--- config.mk ---
export PLATFORM = sky130hd
export DESIGN_NAME = uart_rx_vote
export DESIGN_NICKNAME = d
export VERILOG_FILES = /design/src/rtl/uart_rx_pkg.sv /design/src/rtl/rx_sync.sv /design/src/rtl/rx_tick_gen.sv /design/src/rtl/rx_core.sv /design/src/rtl/uart_rx_vote.sv
export SDC_FILE = /design/constraint.sdc
export NUM_CORES = 1
export LEC_CHECK = 0
export BUFFER_PORTS_ARGS = -buffer_cell sky130_fd_sc_hd__buf_4
export CELL_PAD_IN_SITES_DETAIL_PLACEMENT = 2
export CELL_PAD_IN_SITES_GLOBAL_PLACEMENT = 2
export CORE_AREA = 2 2 96 98
export DETAILED_ROUTE_END_ITERATION = 7
export DIE_AREA = 0 0 98 100
export PLACE_DENSITY = 0.75
export SYNTH_ARGS = -nofsm -noshare
export SYNTH_HDL_FRONTEND = slang
export SYNTH_SLANG_ARGS = --single-unit
--- constraint.sdc ---
create_clock -name clk -period 2.1 [get_ports clk]
set_clock_uncertainty 0.05 [all_clocks]
set_input_delay 0.21 -clock clk [delete_from_list [all_inputs] [get_ports clk]]
set_output_delay 0.21 -clock clk [all_outputs]
set_load 0.01 [all_outputs]
--- src/rtl/uart_rx_pkg.sv ---
package uart_rx_pkg;

  typedef enum logic [2:0] {
    RX_IDLE, RX_START, RX_DATA, RX_STOP, RX_WAIT_HIGH
  } rx_state_e;

  // Rounded clock-to-tick ratio minus one (round half up).
  function automatic longint unsigned baud_divisor(longint unsigned f_clk,
                                                   longint unsigned baud,
                                                   longint unsigned ovs);
    longint unsigned den;
    den = baud * ovs;
    return ((f_clk + den / 2) / den) - 1;
  endfunction

  // Two-of-three majority.
  function automatic logic vote3(logic a, logic b, logic c);
    return (a & b) | (a & c) | (b & c);
  endfunction

endpackage

--- src/rtl/rx_sync.sv ---
module rx_sync #(
  parameter int STAGES = 2
) (
  input  logic clk,
  input  logic rst_n,
  input  logic d_in,
  output logic d_out
);
  logic [STAGES-1:0] chain;

  always_ff @(posedge clk or negedge rst_n) begin
    if (!rst_n) chain <= '1;
    else        chain <= {chain[STAGES-2:0], d_in};
  end

  assign d_out = chain[STAGES-1];
endmodule

--- src/rtl/rx_tick_gen.sv ---
module rx_tick_gen #(
  parameter int DIV_W = 12
) (
  input  logic             clk,
  input  logic             rst_n,
  input  logic [DIV_W-1:0] div_q,
  output logic             tick
);
  logic [DIV_W-1:0] cnt;

  assign tick = (cnt >= div_q);

  always_ff @(posedge clk or negedge rst_n) begin
    if (!rst_n)    cnt <= '0;
    else if (tick) cnt <= '0;
    else           cnt <= cnt + 1'b1;
  end

  AST_TICK_GAP: assert property (@(posedge clk) disable iff (!rst_n)
    (tick && div_q != '0) |=> (!tick || !$stable(div_q))) else $error("tick gap");
endmodule

--- src/rtl/rx_core.sv ---
module rx_core
  import uart_rx_pkg::*;
#(
  parameter int DATA_W = 8,
  parameter int OVS_N  = 16,
  parameter int OVS_D  = 8
) (
  input  logic              clk,
  input  logic              rst_n,
  input  logic              tick,
  input  logic              rxd,
  input  logic              dbl_q,
  output logic              is_idle,
  output logic [DATA_W-1:0] data_out,
  output logic              valid,
  output logic              ferr
);
  localparam int TW    = $clog2(OVS_N);
  localparam int BW    = $clog2(DATA_W + 1);
  localparam logic [TW-1:0] LAST_N = TW'(OVS_N - 1);
  localparam logic [TW-1:0] LAST_D = TW'(OVS_D - 1);
  localparam logic [TW-1:0] MID_N  = TW'(OVS_N / 2);
  localparam logic [TW-1:0] MID_D  = TW'(OVS_D / 2);

  rx_state_e         state;
  logic [TW-1:0]     tcnt;
  logic [BW-1:0]     bitn;
  logic [DATA_W-1:0] shreg;
  logic              s_a, s_b, prev_rxd;

  // Named events for the checks.
  logic [TW-1:0] last_t, mid_t;
  logic at_first, at_mid, at_vote, at_last, vote_now, edge_seen;

  assign last_t    = dbl_q ? LAST_D : LAST_N;
  assign mid_t     = dbl_q ? MID_D  : MID_N;
  assign at_first  = tick && (tcnt == mid_t - 1'b1);
  assign at_mid    = tick && (tcnt == mid_t);
  assign at_vote   = tick && (tcnt == mid_t + 1'b1);
  assign at_last   = tick && (tcnt == last_t);
  assign vote_now  = vote3(s_a, s_b, rxd);
  assign edge_seen = tick && prev_rxd && !rxd;
  assign is_idle   = (state == RX_IDLE);

  always_ff @(posedge clk or negedge rst_n) begin
    if (!rst_n) begin
      state    <= RX_IDLE;
      tcnt     <= '0;
      bitn     <= '0;
      shreg    <= '0;
      s_a      <= 1'b1;
      s_b      <= 1'b1;
      prev_rxd <= 1'b1;
      data_out <= '0;
      valid    <= 1'b0;
      ferr     <= 1'b0;
    end else begin
      valid <= 1'b0;
      ferr  <= 1'b0;
      if (tick) prev_rxd <= rxd;
      case (state)
        RX_IDLE: begin
          if (edge_seen) begin
            state <= RX_START;
            tcnt  <= TW'(1);
          end
        end
        RX_WAIT_HIGH: begin
          if (tick && rxd) state <= RX_IDLE;
        end
        default: begin
          if (tick) tcnt <= at_last ? '0 : tcnt + 1'b1;
          if (at_first) s_a <= rxd;
          if (at_mid)   s_b <= rxd;
          if (at_vote) begin
            unique case (state)
              RX_START: if (vote_now) state <= RX_IDLE;
              RX_DATA: begin
                shreg <= {vote_now, shreg[DATA_W-1:1]};
                bitn  <= bitn + 1'b1;
              end
              RX_STOP: begin
                data_out <= shreg;
                valid    <= 1'b1;
                ferr     <= !vote_now;
                state    <= vote_now ? RX_IDLE : RX_WAIT_HIGH;
              end
              default: ;
            endcase
          end
          if (at_last) begin
            if (state == RX_START) begin
              state <= RX_DATA;
              bitn  <= '0;
            end else if (state == RX_DATA && bitn == BW'(DATA_W)) begin
              state <= RX_STOP;
            end
          end
        end
      endcase
    end
  end

  AST_VALID_ONE_CYCLE: assert property (@(posedge clk) disable iff (!rst_n)
    valid |=> !valid) else $error("valid longer than one cycle");
  AST_FERR_WITH_VALID: assert property (@(posedge clk) disable iff (!rst_n)
    ferr |-> valid) else $error("ferr without valid");
  AST_REARM_NEEDS_HIGH: assert property (@(posedge clk) disable iff (!rst_n)
    (state == RX_WAIT_HIGH && !rxd) |=> state != RX_IDLE) else $error("rearm while low");
  AST_START_REJECT: assert property (@(posedge clk) disable iff (!rst_n)
    (state == RX_START && at_vote && vote_now) |=> (state == RX_IDLE && !valid)) else $error("glitch accepted");
  AST_VALID_FROM_STOP: assert property (@(posedge clk) disable iff (!rst_n)
    valid |-> $past(state) == RX_STOP) else $error("valid outside stop");
endmodule

--- src/rtl/uart_rx_vote.sv ---
module uart_rx_vote #(
  parameter int DIV_W  = 12,
  parameter int DATA_W = 8
) (
  input  logic              clk,
  input  logic              rst_n,
  input  logic              rx_in,
  input  logic [DIV_W-1:0]  div_in,
  input  logic              dbl_speed,
  output logic [DATA_W-1:0] rx_data,
  output logic              rx_valid,
  output logic              rx_ferr
);
  logic [DIV_W-1:0] div_q;
  logic             dbl_q;
  logic             core_idle, tick, rxd;

  always_ff @(posedge clk or negedge rst_n) begin
    if (!rst_n) begin
      div_q <= '0;
      dbl_q <= 1'b0;
    end else if (core_idle) begin
      div_q <= div_in;
      dbl_q <= dbl_speed;
    end
  end

  rx_sync #(.STAGES(2)) sync_i (
    .clk(clk), .rst_n(rst_n), .d_in(rx_in), .d_out(rxd)
  );

  rx_tick_gen #(.DIV_W(DIV_W)) tick_i (
    .clk(clk), .rst_n(rst_n), .div_q(div_q), .tick(tick)
  );

  rx_core #(.DATA_W(DATA_W)) core_i (
    .clk(clk), .rst_n(rst_n), .tick(tick), .rxd(rxd), .dbl_q(dbl_q),
    .is_idle(core_idle), .data_out(rx_data), .valid(rx_valid), .ferr(rx_ferr)
  );

  AST_CFG_HELD: assert property (@(posedge clk) disable iff (!rst_n)
    (!core_idle && $past(!core_idle)) |-> ($stable(div_q) && $stable(dbl_q))) else $error("config moved mid-frame");
endmodule

==> results.md <==
- Global-route wire length before repair: 13500 um
- Dpl hpwl: around 5000 um
- Synth warn: 0
- Area Overhead vs Synth: 36.2%
- Critical Path RT: 2.28 ns
- CTS tree: done
- Core Area: 8890 um2
- GRT overflow: 0
- Nets: between 300 and 400
- Total GRT Usage: 0.177
- Post-Syn Area per Cell: 10.6 um2
- Number of global-route vias before repair: 2628
- Layout cells sized above 1: 0.411
- DP Area: 3430 um2
- Clock Latency Late Sink: approximately 0.35 ns
- WS Path Type: flip-flop to flip-flop
- Drt pass-1 iters: 4
- Hold EP: div_q[8]
- Initial Util: 0.333
- Sum Neg Setup Slack: -1.93 ns
- Max Fclk: 0.448 GHz
- Antenna-violating nets left: 0
- GP Congestion: 0.801
- Die Width: 98 um
- Core Rows: 35
- CP startpoint kind: flip-flop
- Syn nets: 313
- Final wirelength: 8540 um
- Port buffer count: 25
- Final period util: 1.06
- Largest net degree at the start of global routing: 60
- DRC Markers: 0
- Met1 WL: about 3700 um
- Die Ht: ~100 um
- Max Slew Vio Count: 0
- Class of the worst hold path: primary input to flip-flop
- Commonest non-fill, non-tap cells in the layout: buf_4 (60), dfrtp_1 (54), nand2_1 (33)
- Mapped Area: around 3000 um2
- PwrDens: 782 nW/um2
- Worst slack after detailed placement: -0.220 ns
- Initial antenna violation count: 0
- Final core utilization: 0.454
- Root Driver: clkbuf_8
- Clock transition at path regs: 0.08 ns
- RSZ-0062 raised after global routing: true
- ANT cells: 0
- Dpl cells: 430
- Sequential fraction of the synthesis area: 0.500
- Reg2reg start: tick_i.cnt[11]
- Routed wl met2: 4500 um
- Slew of the pin with the lowest slew margin: 0.768 ns
- Clock Path Buffers: 2
- Via density: a little over 5
- FF+latch count, synth: 59
- Met3 wire len: around 240 um
- Leading cell type in the layout, fill and taps excluded: buf_4
- Status: finished, violations left
- DR top layer: met4
- Failing checks: setup timing
- Worst VDD drop: 0.329 mV
- HP Start: div_in[8]
- Final WS setup: -0.133 ns
- Final Instance Area: 4040 um2
- Wire length per cell: between 15 and 20 um
- Max incr delay on CP: 0.39 ns
- Total CTS buffers: 9
- Die ar.: 9800 um2
- Worst-path cell chain: ha_1 > buf_4 > o21ai_0 > nor2_2 > nor3_4 > o21ai_4 > buf_12 > buf_12 > nand2_8 > mux2_4
- Hold Slack: 0.0162 ns
- Number of flops mapped to enable cells by yosys: 0
- Clock sink total: 59
- CP Max Fanout: 7
- Post-Syn Instances: 279
- CP Data Arrival Time: 2.42 ns
- Leakage: 1.98 nW
- Commonest register cell after synthesis: dfrtp_1
- Setup violations, final: 23
- Most used cell, CP: buf_12
- Power Total: approximately 3.2 mW
- Min Clock Period, post-route: 2.23 ns
- Synth cell types: 50
- CP Capture Type: flip-flop
- Cells on worst reg2reg path: 10
- H-tree lvl count: 3
- Max Cap Viol: 0
- Reg-to-reg critical path endpoint: core_i.shreg[6]
- Initial DRC Count: 23
- Relative slew slack: 0.488
- Critical-path top delay cell: dfrtp_1
- R2R setup slack: -0.13 ns
- Ports: 26
- Synth async-reset ratio: 1.00
- Final std cells w/o fill: about 470
- Cells on Worst Hold Path: 3
- Final-report hold violation count: 0
- Routed via count: 2355
[what timing repair did]
item | in CTS | in global routing
setup endpoints to repair | 36 | 39
gates cloned | 2 | 0
hold buffers | 2 | 0
pin swaps | 10 | 9
endpoints found under the hold margin | 55 | 0
buffers inserted | 12 | 6
resized for setup | 27 | 31
[cell type report]
cell class              count  area, um2
clock buffers               9        124
repair buffers             68        556
well taps                 111        139
flip-flops and latches     59       1480
clock inverters             7       61.3
multi-input cells         194       1610
fillers                   930       4850
inverters                  18       67.6
[worst max-delay path: cells and delay by family (launching register included)]
kind,cells,cell delay [ns]
mux,1,0.31
simple gates,3,0.40
buf+inv,3,0.44
flops,1,0.39
compound gates,2,0.19
fa+ha+maj,1,0.34
[how the worst max path moves through the flow]
stage	startpoint	endpoint	slack [ns]
6_report	tick_i.cnt[11]	core_i.shreg[6]	-0.13
5_1_grt	tick_i.cnt[11]	core_i.shreg[6]	-0.25
4_1_cts	tick_i.cnt[2]	core_i.shreg[0]	-0.13
3_5_place_dp	div_q[9]	core_i.shreg[1]	-0.22
3_3_place_gp	div_q[2]	core_i.shreg[0]	-0.1
2_1_floorplan	tick_i.cnt[2]	core_i.data_out[0]	0.05
[kinds of logic (layout without fill, tap and decap cells)]
group,count (synthesis),after routing,share of synthesized area
fa+ha+maj,19,19,0.0794
flops,59,59,0.500
buf+inv,28,102,0.0422
mux,20,20,0.0760
xor+xnor,12,12,0.0355
simple gates,98,100,0.170
compound gates,43,43,0.0971
[report_power, final]
group          switching [mW]  total, mW  leakage [nW]  internal, mW
Combinational           0.407      0.831          1.13         0.425
Clock                   0.555       1.00        0.0884         0.448
Sequential             0.0743       1.32         0.760          1.25
Total                    1.04       3.16          1.98          2.12
[synth_stat cells, types with 2 or more instances]
library cell | count | share of area
and3_1 | 5 | 0.011
o22ai_1 | 2 | 0.0042
dfstp_2 | 5 | 0.044
a22o_1 | 2 | 0.0059
nand4_1 | 4 | 0.0084
nor2b_1 | 2 | 0.0042
ha_1 | 18 | 0.076
nor3_1 | 3 | 0.0051
inv_1 | 18 | 0.023
buf_4 | 2 | 0.0051
dfrtp_1 | 54 | 0.46
a32o_1 | 2 | 0.0068
nand2_1 | 34 | 0.043
nand2b_1 | 2 | 0.0042
a21oi_1 | 6 | 0.010
buf_2 | 4 | 0.0068
clkbuf_1 | 3 | 0.0038
a221o_1 | 2 | 0.0068
a211oi_1 | 2 | 0.0051
nor3b_1 | 2 | 0.0051
or2_2 | 2 | 0.0042
xnor2_1 | 5 | 0.015
nand3_1 | 7 | 0.012
nor2_1 | 25 | 0.032
o21ai_0 | 19 | 0.032
mux2_2 | 19 | 0.072
xor2_1 | 7 | 0.021
[per-layer routing]
metal,track usage,up-vias
li1,-,1106
met1,0.206,1202
met2,0.324,35
met3,0.0390,12
met4,0.0588,0
met5,0,-
[flip-flops by register name, indices dropped and copies added, names as in the netlist]
| name | flops |
|---|---|
| tick_i.cnt | 12 |
| core_i.ferr | 1 |
| dbl_q | 1 |
| core_i.shreg | 8 |
| core_i.state | 3 |
| core_i.s_a | 1 |
| core_i.prev_rxd | 1 |
| sync_i.chain | 2 |
| core_i.tcnt | 4 |
| core_i.data_out | 8 |
| div_q | 12 |
| core_i.bitn | 4 |
| core_i.s_b | 1 |
| core_i.valid | 1 |
No activity file was read; power rests on OpenSTA's default activity.
